===== src/rtl/led_seq_pkg.sv =====
package led_seq_pkg;
   typedef enum logic [2:0] {
      ST_OFF    = 3'd0,
      ST_PRECHG = 3'd1,
      ST_SOFT   = 3'd2,
      ST_RUN    = 3'd3,
      ST_DIM    = 3'd4
   } seq_state_e;
endpackage


===== src/rtl/led_seq_sync.sv =====
module led_seq_sync #(
   parameter int STAGES = 2
) (
   input  logic clk,
   input  logic rst_n,
   input  logic d_i,
   output logic q_o
);
   generate
      if (STAGES < 2) begin : g_bad_stages
         $error("led_seq_sync: STAGES must be at least 2");
      end
   endgenerate

   logic [STAGES-1:0] ff_q;

   always_ff @(posedge clk or negedge rst_n) begin
      if (!rst_n) ff_q <= '0;
      else        ff_q <= {ff_q[STAGES-2:0], d_i};
   end

   assign q_o = ff_q[STAGES-1];
endmodule


===== src/rtl/led_seq_uvlo.sv =====
module led_seq_uvlo #(
   parameter int DGL_CYC = 10
) (
   input  logic clk,
   input  logic rst_n,
   input  logic vin_ok_i,
   output logic vin_good_o,
   output logic trip_o
);
   localparam int CW = $clog2(DGL_CYC + 1);
   localparam logic [CW-1:0] LAST = CW'(DGL_CYC - 1);

   logic [CW-1:0] low_cnt_q;
   logic          good_q;

   assign trip_o     = !vin_ok_i && good_q && (low_cnt_q == LAST);
   assign vin_good_o = good_q;

   always_ff @(posedge clk or negedge rst_n) begin
      if (!rst_n) begin
         low_cnt_q <= '0;
         good_q    <= 1'b0;
      end else if (vin_ok_i) begin
         low_cnt_q <= '0;
         good_q    <= 1'b1;
      end else begin
         if (low_cnt_q != LAST) low_cnt_q <= low_cnt_q + CW'(1);
         if (trip_o)            good_q    <= 1'b0;
      end
   end
endmodule


===== src/rtl/led_seq_lowtimer.sv =====
module led_seq_lowtimer #(
   parameter int LOW_CYC = 160000
) (
   input  logic clk,
   input  logic rst_n,
   input  logic en_s_i,
   output logic expired_o
);
   localparam int CW = $clog2(LOW_CYC + 1);
   localparam logic [CW-1:0] LIMIT = CW'(LOW_CYC);

   logic [CW-1:0] cnt_q;

   assign expired_o = (cnt_q == LIMIT);

   always_ff @(posedge clk or negedge rst_n) begin
      if (!rst_n)          cnt_q <= '0;
      else if (en_s_i)     cnt_q <= '0;
      else if (!expired_o) cnt_q <= cnt_q + CW'(1);
   end
endmodule


===== src/rtl/led_startup_seq.sv =====
module led_startup_seq
   import led_seq_pkg::*;
#(
   parameter int SYNC_STAGES  = 2,
   parameter int LOW_OFF_CYC  = 160000,
   parameter int UVLO_DGL_CYC = 10,
   parameter int MIN_ON_CYC   = 30
) (
   input  logic clk,
   input  logic rst_n,
   input  logic vin_ok_i,
   input  logic en_pwm_i,
   input  logic led_chg_i,
   input  logic vout_ok_i,
   input  logic led_reg_i,
   output logic ref_en_o,
   output logic precharge_o,
   output logic ss_mode_o,
   output logic comp_src_o,
   output logic boost_en_o,
   output logic sink_en_o,
   output logic comp_hiz_o,
   output logic fault_clr_o
);
   localparam int OW = $clog2(MIN_ON_CYC + 1);
   localparam logic [OW-1:0] ON_LOAD = OW'(MIN_ON_CYC - 1);

   generate
      if (UVLO_DGL_CYC < 2) begin : g_bad_dgl
         $error("led_startup_seq: UVLO_DGL_CYC must be at least 2");
      end
      if (MIN_ON_CYC < 1) begin : g_bad_minon
         $error("led_startup_seq: MIN_ON_CYC must be at least 1");
      end
      if (LOW_OFF_CYC <= MIN_ON_CYC) begin : g_bad_low
         $error("led_startup_seq: LOW_OFF_CYC must exceed MIN_ON_CYC");
      end
   endgenerate

   logic en_s, vin_good, uvlo_trip, low_expired;

   led_seq_sync #(.STAGES(SYNC_STAGES)) sync_i (
      .clk(clk), .rst_n(rst_n), .d_i(en_pwm_i), .q_o(en_s));

   led_seq_uvlo #(.DGL_CYC(UVLO_DGL_CYC)) uvlo_i (
      .clk(clk), .rst_n(rst_n), .vin_ok_i(vin_ok_i),
      .vin_good_o(vin_good), .trip_o(uvlo_trip));

   led_seq_lowtimer #(.LOW_CYC(LOW_OFF_CYC)) lowtmr_i (
      .clk(clk), .rst_n(rst_n), .en_s_i(en_s), .expired_o(low_expired));

   seq_state_e    st_q, st_d;
   logic [OW-1:0] on_cnt_q;
   logic          clr_q;

   always_comb begin
      st_d = st_q;
      if (uvlo_trip) begin
         st_d = ST_OFF;
      end else begin
         unique case (st_q)
            ST_OFF:    if (vin_good && en_s) st_d = ST_PRECHG;
            ST_PRECHG: if (!en_s) st_d = ST_OFF;
                       else if (led_chg_i && vout_ok_i) st_d = ST_SOFT;
            ST_SOFT:   if (!en_s) st_d = ST_OFF;
                       else if (led_reg_i) st_d = ST_RUN;
            ST_RUN:    if (!en_s && on_cnt_q == '0) st_d = ST_DIM;
            ST_DIM:    if (en_s) st_d = ST_RUN;
                       else if (low_expired) st_d = ST_OFF;
            default:   st_d = ST_OFF;
         endcase
      end
   end

   always_ff @(posedge clk or negedge rst_n) begin
      if (!rst_n) begin
         st_q     <= ST_OFF;
         on_cnt_q <= '0;
         clr_q    <= 1'b0;
      end else begin
         st_q  <= st_d;
         clr_q <= uvlo_trip || (st_q == ST_DIM && !en_s && low_expired);
         if (st_d == ST_RUN && st_q != ST_RUN)  on_cnt_q <= ON_LOAD;
         else if (st_q == ST_RUN && on_cnt_q != '0) on_cnt_q <= on_cnt_q - OW'(1);
      end
   end

   always_comb begin
      ref_en_o    = (st_q != ST_OFF);
      precharge_o = (st_q == ST_PRECHG);
      ss_mode_o   = (st_q == ST_SOFT);
      comp_src_o  = (st_q == ST_SOFT);
      boost_en_o  = (st_q == ST_SOFT) || (st_q == ST_RUN);
      sink_en_o   = (st_q == ST_SOFT) || (st_q == ST_RUN);
      comp_hiz_o  = (st_q == ST_DIM);
   end

   assign fault_clr_o = clr_q;
endmodule


===== config.mk =====
export PLATFORM = sky130hd
export DESIGN_NAME = led_startup_seq
export DESIGN_NICKNAME = d
export VERILOG_FILES = /design/src/rtl/led_seq_pkg.sv /design/src/rtl/led_seq_sync.sv /design/src/rtl/led_seq_uvlo.sv /design/src/rtl/led_seq_lowtimer.sv /design/src/rtl/led_startup_seq.sv
export SDC_FILE = /design/constraint.sdc
export NUM_CORES = 1
export LEC_CHECK = 0
export BUFFER_PORTS_ARGS = -buffer_cell sky130_fd_sc_hd__buf_2
export CAP_MARGIN = 20
export CORE_MARGIN = 2
export CORE_UTILIZATION = 30
export DETAILED_ROUTE_END_ITERATION = 8
export PLACE_DENSITY = 0.52
export REMOVE_ABC_BUFFERS = 1
export SETUP_SLACK_MARGIN = 0.2
export SLEW_MARGIN = 20
export SYNTH_ARGS = -nofsm -noshare
export SYNTH_HDL_FRONTEND = slang
export SYNTH_SLANG_ARGS = --single-unit

===== constraint.sdc =====
create_clock -name clk -period 2.48 [get_ports clk]
set_input_delay 0.124 -clock clk [delete_from_list [all_inputs] [get_ports clk]]
set_output_delay 0.124 -clock clk [all_outputs]
set_load 0.02 [all_outputs]

Word level (Yosys, flattened, before mapping)
Index checks and enable logic that the tools add are counted.
- register bits: 34
- bits of input ports: 7
- output and inout port bits: 8
- logic and storage cells: 58
- add/subtract/negate cells: 3
- equal/unequal tests: 10
- multiplexer cells: 18
- reduce and logical (&&, ||, !) cells: 20
- operator list (cell ; number):
    18-bit 2-to-1 mux ; 2
    3-bit 2-to-1 mux ; 9
    18-bit by 1-bit adder with 18-bit output, second input constant ; 1
    18-bit equality test, second input constant ; 1
    3-bit one-hot mux with 5 select lines ; 1
    5-bit 2-to-1 mux ; 2
    3-bit by 2-bit equality test with 1-bit output, second input constant ; 3
    1-bit logical AND ; 9
    4-bit 2-to-1 mux ; 2
    2-bit nonzero test ; 3
    5-bit zero test ; 1
    5-bit nonzero test ; 1
    5-bit by 1-bit subtractor with 5-bit output, second input constant ; 1
    4-bit by 1-bit adder with 4-bit output, second input constant ; 1
    4-bit equality test, second input constant ; 1
    4-bit inequality test, second input constant ; 1
    3-bit by 1-bit equality test with 1-bit output, second input constant ; 1
    3-bit equality test, second input constant ; 1
    3-bit zero test ; 1
    3-bit by 2-bit inequality test with 1-bit output, second input constant ; 1
    3-bit nonzero test ; 1
    1-bit zero test ; 2
    1-bit logical OR ; 2
    1-bit 2-to-1 mux ; 2
    2-bit by 1-bit inequality test with 1-bit output, second input constant ; 1

Logic depth before layout (Yosys ltp)
Gate-level depths: netlist of the first run.
- depth in word-level cells: 8
- mapped depth: 7

Cells and area by module
Synthesis of the first run repeated with hierarchy kept, for this count alone.
- cells, all modules: 201
- area total of the unflattened synthesis: 1981.9 um2
- by module, submodules not included (module ; times used ; cells an instance ; area each (um2)):
    led_seq_lowtimer ; 1 ; 106 ; 1029.7
    led_startup_seq ; 1 ; 72 ; 644.4
    led_seq_uvlo ; 1 ; 21 ; 257.7
    led_seq_sync ; 1 ; 2 ; 50.0

Worst setup path before layout of the first run
Ideal clock, no wire load.
- path kind: flip-flop to flip-flop
- from: register st_q[1]
- to: register on_cnt_q[1]
- library setup time: 0.123 ns
- arrival: 1.755 ns
- data required time: 2.357 ns
- setup slack: 0.602 ns
- cell stages (with the launch flop): 6
- period minus slack after synthesis: 1.878 ns
- cells stage by stage: dfrtp_1 > clkbuf_1 > nor3b_1 > a21boi_1 > o22ai_4 > o221a_1
- elaborated cells between the ends (all ways): 21
- those cells by class: eq/ne: 6; mux: 11; reduce/logical: 4
- RTL lines (item ; line ; RTL):
    start: declaration ; led_startup_seq.sv:52 ; seq_state_e st_q, st_d;
    start signal: assignment ; led_startup_seq.sv:81 ; st_q <= st_d;
    3-bit by 1-bit equality test with 1-bit output * ; n/a ;
    net precharge_o ; led_startup_seq.sv:17 ; output logic precharge_o,
    3-bit one-hot mux with 5 select lines * ; led_startup_seq.sv:61 ; unique case (st_q)
    3-bit 2-to-1 mux * ; led_startup_seq.sv:58 ; if (uvlo_trip) begin
    3-bit by 2-bit equality test with 1-bit output * ; led_startup_seq.sv:83 ; if (st_d == ST_RUN && st_q != ST_RUN) on_cnt_q <= ON_LOAD;
    1-bit logical AND * ; led_startup_seq.sv:83 ;
    5-bit 2-to-1 mux / 2-bit nonzero test (equally long branches) ; n/a ;
    end signal: assignment ; led_startup_seq.sv:84 ; else if (st_q == ST_RUN && on_cnt_q != '0) on_cnt_q <= on_cnt_q - OW'(1);
    end: declaration ; led_startup_seq.sv:53 ; logic [OW-1:0] on_cnt_q;
Mark *: on every way through the listed nets, which the timed path passes. The rest lies on a longest branch.
A chain may end at the register's enable or synchronous reset.

Worst setup path after layout of the first run
- from: register uvlo_i.low_cnt_q[1]
- to: register on_cnt_q[1]
- cells in the longest elaborated chain, start to end: 6
- elaborated cells between the ends (all ways): 7
- those cells by class: eq/ne: 2; mux: 2; reduce/logical: 3
- RTL lines (item ; line ; RTL):
    start: declaration ; led_seq_uvlo.sv:13 ; logic [CW-1:0] low_cnt_q;
    start signal: assignment ; led_seq_uvlo.sv:27 ; if (low_cnt_q != LAST) low_cnt_q <= low_cnt_q + CW'(1);
    4-bit equality test * ; led_seq_uvlo.sv:16 ; assign trip_o = !vin_ok_i && good_q && (low_cnt_q == LAST);
    1-bit logical AND * ; led_seq_uvlo.sv:16 ;
    3-bit 2-to-1 mux * ; led_startup_seq.sv:58 ;
    3-bit by 2-bit equality test with 1-bit output * ; led_startup_seq.sv:83 ;
    1-bit logical AND * ; led_startup_seq.sv:83 ;
    5-bit 2-to-1 mux / 2-bit nonzero test (equally long branches) ; n/a ;
Every way passes the cells marked *; elsewhere a longest branch is shown, timed or not.

==> results of run 1 <==
==> state kept, by name, indices dropped and copies added (netlist names) <==
name / count
lowtmr_i.cnt_q: 18
sync_i.ff_q: 2
uvlo_i.low_cnt_q: 4
uvlo_i.vin_good_o: 1
fault_clr_o: 1
st_q: 3
on_cnt_q: 5
==> critical path: stages, from the launching register on <==
cell and delay, ns:
dfrtp_1 0.41, inv_1 0.07, ha_1 0.20, nand3b_4 0.11
or3b_2 0.52, o211ai_1 0.23, o221a_1 0.24
==> what timing repair did <==
action                                  CTS  global route
gates resized for setup                   0             0
endpoints found under the setup margin    0             0
endpoints found under the hold margin    35             0
hold buffers                              2             0
==> cell type report <==
type / instances / area, µm² / area share
multi-input combinational: 143 / 943.4 / 0.4407
timing repair buffer: 17 / 97.59 / 0.04559
inverter: 13 / 48.80 / 0.02279
clock buffer: 7 / 76.32 / 0.03565
sequential: 34 / 850.8 / 0.3974
clock inverter: 1 / 30.03 / 0.01403
tap: 75 / 93.84 / 0.04383
==> where the power goes <==
part	switching (µW)	total [µW]	internal [µW]
clock network	197	498	301
logic	246	420	174
registers	81.3	694	613
total	525	1610	1090
==> worst paths after layout <==
path | from | endpoint | cells past startpoint
worst max-delay path | uvlo_i.low_cnt_q[1]$_DFFE_PN0P_ | on_cnt_q[1]$_DFFE_PN0P_ | 6
worst min-delay path | vin_ok_i | uvlo_i.low_cnt_q[3]$_DFFE_PN0P_ | 2
worst max register to register | uvlo_i.low_cnt_q[1]$_DFFE_PN0P_ | on_cnt_q[1]$_DFFE_PN0P_ | 6
worst min register to register | sync_i.ff_q[0]$_DFF_PN0_ | sync_i.ff_q[1]$_DFF_PN0_ | 0
max in group asynchronous | rst_n | uvlo_i.low_cnt_q[3]$_DFFE_PN0P_ | 2
min in group asynchronous | rst_n | lowtmr_i.cnt_q[7]$_DFFE_PN0P_ | 2
==> cells by family after synthesis <==
group | after synthesis | synth area share
compound gates | 31 | 0.1133
xor+xnor | 18 | 0.08344
fa+ha+maj | 6 | 0.03973
buf+inv | 21 | 0.05033
flops | 34 | 0.4503
simple gates | 88 | 0.2629
==> synth_stat cells, types with 2 or more instances <==
cell type  instances
dfrtp_1           34
nand4_1            5
a211oi_1           3
nor3_1             7
clkbuf_1           3
xor2_1             8
and3_1             2
o21ai_1            4
and2_1             3
or3_1              2
nand2_1            9
nand3_1           10
xnor2_1           10
o21ai_0            4
ha_1               6
a31o_2             3
o211ai_1           2
or4_1              2
nor2_1            26
inv_1             13
a21oi_1            8
nor4_1             6
nand2b_1           5
buf_4              2
==> through the flow <==
| step | setup WS, ns | hold slack [ns] | cell area, µm² | power, µW |
|---|---|---|---|---|
| after detailed placement | 0.6623 | 0.2346 | 2014 | 1127 |
| after global placement | 0.7100 | 0.2364 | 2014 | 1128 |
| final | 0.6512 | 0.07821 | 2141 | 1612 |
| after CTS | 0.6448 | 0.06726 | 2141 | 1634 |
| after global routing | 0.4792 | 0.07562 | 2141 | 1719 |
| after floorplan | 0.6269 | -0.1716 | 1843 | 997.3 |
==> metal layers <==
metal	vias up	track usage	part of all wire
li1	722	-	-
met1	673	0.1568	0.52
met2	11	0.1584	0.44
met3	5	0.02584	0.023
met4	0	0.04918	0.020
met5	-	0	0
==> placed cells by master (no fill, tap or decap), types with 5 or more instances in the layout <==
cell type  synthesis  final
dfrtp_1           34     34
nor2_1            26     26
buf_2              1     14
inv_1             13     13
xnor2_1           10     10
nand3_1           10     10
nand2_1            9      9
a21oi_1            8      8
xor2_1             8      8
nor3_1             7      7
nor4_1             6      6
ha_1               6      6
nand2b_1           5      5
nand4_1            5      5
clkbuf_8           0      5
==> impl_results.md, run 1 <==
- Unique masters post-synth: 45
- Maximum clock frequency: about 0.55 GHz
- Routability Congestion: ~0.8
- Crit-path max FO: 5
- Outcome: completed
- Root Buffer: clkbuf_8
- Hold Crit Class: primary input to register
- Critical Path RT: 2.71 ns
- Fillers: roughly 600
- Worst Tran Pin Value: 0.7431 ns
- Post-route ant nets: 0
- PortBufs: 14
- Initial antenna violation count: 0
- Worst skew pair latency: slightly below 0.3 ns
- CP arrival: slightly above 2 ns
- Die width: around 83 µm
- Post-synth EDFFs: 0
- Leak: roughly 0.00092 µW
- Vias: roughly 1400
- Post-CTS Setup Bufs: 0
- Chip height: around 83 µm
- Core Region: ~6000 µm²
- Fin Setup TNS: 0 ns
- Detailed Place HPWL: between 2000 and 2500 µm
- CTS tree: yes
- Cell taking the most area after synthesis: dfrtp_1
- Post-synthesis cell area: 1889 µm²
- Async set-reset flop share out of synthesis: 1.000
- Initial DRC count: 38
- Clk_skew: slightly below 0.007 ns
- Drt first pass iters: 4
- Die area: about 7000 µm²
- Layout Nets: between 200 and 250
- P&R area growth vs syn: 13.31%
- # DRC: 0
- Syn avg cell area: 9.542 µm²
- Top_reg_cell synth: dfrtp_1
- Unrepaired setup endpoints after global routing: no
- Worst slew margin: 0.5046
- Final hold vios: 0
- Worst IR drop on VDD: slightly above 0.4 mV
- First-pass GRT wire length: 6306 µm
- Tcrit/Tclk final: 0.7374
- Kind of critical path: register to register
- H-tree level count: 2
- Ports: 15
- Flops & latches, synth: 34
- Largest net degree at the start of global routing: 35
- TritonCTS Buffers: 5
- Fin crit period: between 1.5 and 2 ns
- Synth warn: 0
- Drt wl/cell: roughly 12 µm
- Total Wirelength: about 3600 µm
- Util after Layout: 0.3574
- Cell row count: 28
- Worst reg2reg setup slack: between 0.6 and 0.7 ns
- Startpoint Class: register
- Share of cells above drive strength 1: 0.1395
- Fin cells: between 200 and 300
- Clk sinks: 34
- GRT Total Usage: 0.1103
- Sequential share of the synthesized area: 0.4503
- Clock-pin slew on the worst setup and hold paths: roughly 0.070 ns
- Vias per cell: 4.866
- Number of global-route vias before repair: about 1300
- Cell count after synthesis: slightly below 200
- Diodes inserted: 0
- Placed insts: 280
- Worst setup EP type: register
- Top cells by area, synth: dfrtp_1 45%, nor2_1 5.2%, xnor2_1 4.6%
- Count of final setup violators: 0
- Yosys top cell area share: 0.4503
- Grt total ovfl: 0
- Slew Limit Fails: 0
- Starting Density: 0.3154
- Clk buf depth: 2
- Power Density: 752.8 nW/µm²
- Max-Cap Viols: 0
(Power assumes the default switching activity.)
==> run 2: changes to the inputs <==
--- a/config.mk
+++ b/config.mk
@@ -10,7 +10,7 @@
 export CORE_MARGIN = 2
 export CORE_UTILIZATION = 30
 export DETAILED_ROUTE_END_ITERATION = 8
-export PLACE_DENSITY = 0.52
+export PLACE_DENSITY = 0.53
 export REMOVE_ABC_BUFFERS = 1
 export SETUP_SLACK_MARGIN = 0.2
 export SLEW_MARGIN = 20
==> constraint.sdc (replaced) <==
create_clock -name clk -period 1.5 [get_ports clk]
set_input_delay 0.075 -clock clk [delete_from_list [all_inputs] [get_ports clk]]
set_output_delay 0.075 -clock clk [all_outputs]
set_load 0.02 [all_outputs]
==> impl_results.md, run 2 (synthesized netlist as in run 1, its figures left out) <==
- Outcome: finished, violations left
- Failing checks: negative setup slack
- Placed insts: 327 (+17%)
- Total power: 3296 µW (+100%)
- Largest net degree at the start of global routing: 19 (-46%)
- Max reg flops: 18 (unchanged)
- Unrepaired setup endpoints after global routing: yes
- Cell breakdown of the critical path: inv_2, ha_1, or4b_4, and2_4, o22ai_4, o221a_1
- Worst slew margin: 0.7003 (+0.1957)
- Cell row count: 28 (unchanged)
- Crit-path max cell delay: 0.46 ns (-0.06 ns)
- Count of final setup violators: 13 (+13)
- Total Wirelength: 5042 µm (+40%)
- Diodes inserted: 0 (unchanged)
- Worst IR drop on VDD: 0.5781 mV (+43%)
- Die area: 6949 µm² (unchanged)
- Worst Setup Slack, final: -0.1829 ns (-0.8342 ns)
- Post-route ant nets: 0 (unchanged)
- Highest-count cells in the layout ignoring fill and taps: 51 x buf_4, 28 x dfrtp_1, 26 x buf_6
- Layout Nets: 297 (+31%)
- Startpoint Class: register
- Maximum clock frequency: 0.5942 GHz (+8.7%)
- Power Density: 1058 nW/µm² (+41%)
- Commonest non-fill, non-tap cell in the layout: buf_4
- TritonCTS Buffers: 5 (unchanged)
- Vias per cell: 4.931 (+1.3%)
- Starting Density: 0.3154 (unchanged)
- Worst Path Buf+Inv: 1 (unchanged)
- Initial antenna violation count: 0 (unchanged)
- Worst setup EP type: register
- Cell-internal power: 2165 µW (+99%)
- Drt first pass iters: 4 (unchanged)
- Slew Limit Fails: 0 (unchanged)
- Clock power frac: 0.209 (-0.100)
- Worst skew pair latency: 0.29 ns (about the same)
- Leak: 0.001421 µW (+54%)
- Post-place setup slack: -0.1962 ns (-0.8585 ns)
- Root Buffer: clkbuf_8
- Ports: 15 (unchanged)
- Die width: 83.36 µm (unchanged)
- Top flop regs: lowtmr_i.cnt_q (18), on_cnt_q (5), uvlo_i.low_cnt_q (4)
- Kind of critical path: register to register
- Max-Cap Viols: 0 (unchanged)
- Clk_skew: 0.007942 ns (+0.001077 ns)
- CTS tree: yes
- Final hold vios: 0 (unchanged)
- P&R area growth vs syn: 64.90%
- Detailed Place HPWL: 3154 µm (+27%)
- Chip height: 83.36 µm (unchanged)
- Clk buf depth: 2 (unchanged)
- Crit-path max FO: 6 (+1)
- Worst Tran Pin Value: 0.4481 ns (-0.2950 ns)
- Core Region: 5991 µm² (unchanged)
- First-pass GRT wire length: 8128 µm (+29%)
- Biggest register: lowtmr_i.cnt_q
- Clk sinks: 34 (unchanged)
- Fin crit period: 1.683 ns (-0.1458 ns)
- Net Sw Frac: 0.3433 (+0.01776)
- Routability Congestion: 0.7495 (-6.8%)
- Comb pwr share: 0.449 (+0.189)
- CP arrival: 1.91 ns (-0.15 ns)
- Number of global-route vias before repair: 1767 (+34%)
- Slowest CP cell: or4b_4
- H-tree level count: 2 (unchanged)
- GRT Total Usage: 0.1444 (+0.03411)
- Initial DRC count: 53 (+39%)
- Share of cells above drive strength 1: 0.5614 (+0.4219)
- PortBufs: 14 (unchanged)
- Tcrit/Tclk final: 1.122 (+0.3846)
- Grt total ovfl: 0 (unchanged)
- Fin Setup TNS: -1.182 ns (-1.182 ns)
- Clock-pin slew on the worst setup and hold paths: 0.07 ns (about the same)
- Reg power frac: 0.343 (-0.088)
- # DRC: 0 (unchanged)
- Critical Path RT: 1.73 ns (-0.98 ns)
- Fillers: 504 (-16%)
- Vias: 1775 (+26%)
- Hold Crit Class: primary input to register
- Drt wl/cell: 14.01 µm (+13%)
- Delay-heaviest family, CP: simple AND/OR/NAND/NOR gates
- Switching Power: 1131 µW (+120%)
- Fin cells: 360 (+24%)
run 2: changes by cell type in the layout (fill, tap and decap cells not counted), moves of 7 or more:
cell   before  now
inv_1      13    6
buf_6       0   26
buf_2      14    7
buf_4       1   51
run 2: layout make-up:
| class | count | area [µm²] | share of cell area |
|---|---|---|---|
| Inverter | 13 | 53.80 | 0.01727 |
| Sequential cell | 34 | 858.3 | 0.2755 |
| Clock inverter | 3 | 21.27 | 0.006827 |
| Tap cell | 75 | 93.84 | 0.03012 |
| Multi-Input combinational cell | 143 | 1269 | 0.4072 |
| Clock buffer | 5 | 68.82 | 0.02209 |
| Timing Repair Buffer | 87 | 750.7 | 0.2410 |
run 2: stage by stage:
stage / utilization / area, µm² / hold WS [ns]
final: 0.5201 / 3115 / 0.03173
after global routing: 0.5201 / 3115 / 0.02850
after CTS: 0.4812 / 2883 / 0.02511
after detailed placement: 0.3972 / 2380 / 0.02922
after global placement: 0.3972 / 2380 / 0.03454
after floorplan: - / 1843 / -0.2206
run 2: power groups by stage:
stage	sequential [µW]	combinational [µW]	clock [µW]
5_1_grt	1140	1610	757
6_report	1130	1480	688
2_1_floorplan	1130	515	0
3_3_place_gp	1110	1000	0
4_1_cts	1120	1240	710
3_5_place_dp	1110	1000	0
run 2: per-layer routing:
layer	track usage	vias up	wire length, µm
met4	0.04471	0	61
met5	0	-	0
li1	-	866	-
met2	0.2588	30	2661
met3	0.02684	5	141
met1	0.1743	874	2178
run 2: worst paths after layout:
check                           slack (ns)                     start  cells past startpoint                               to
worst max-delay path                 -0.18   on_cnt_q[1]$_DFFE_PN0P_                      6          on_cnt_q[1]$_DFFE_PN0P_
min in group asynchronous             0.25                     rst_n                      2    lowtmr_i.cnt_q[2]$_DFFE_PN0P_
worst max register to register       -0.18   on_cnt_q[1]$_DFFE_PN0P_                      6          on_cnt_q[1]$_DFFE_PN0P_
worst min register to register        0.36  sync_i.ff_q[0]$_DFF_PN0_                      0         sync_i.ff_q[1]$_DFF_PN0_
worst min-delay path                  0.03                  vin_ok_i                      2  uvlo_i.low_cnt_q[0]$_DFFE_PN0P_
max in group asynchronous             0.81                     rst_n                      3                st_q[1]$_DFF_PN0_
run 2: repair_timing:
| action | in CTS | in global routing |
|---|---|---|
| resized for setup | 69 | 44 |
| setup buffers | 13 | 10 |
| hold buffers | 2 | 0 |
| endpoints found under the hold margin | 17 | 0 |
| pin swaps | 40 | 24 |
| setup endpoints to repair | 29 | 31 |
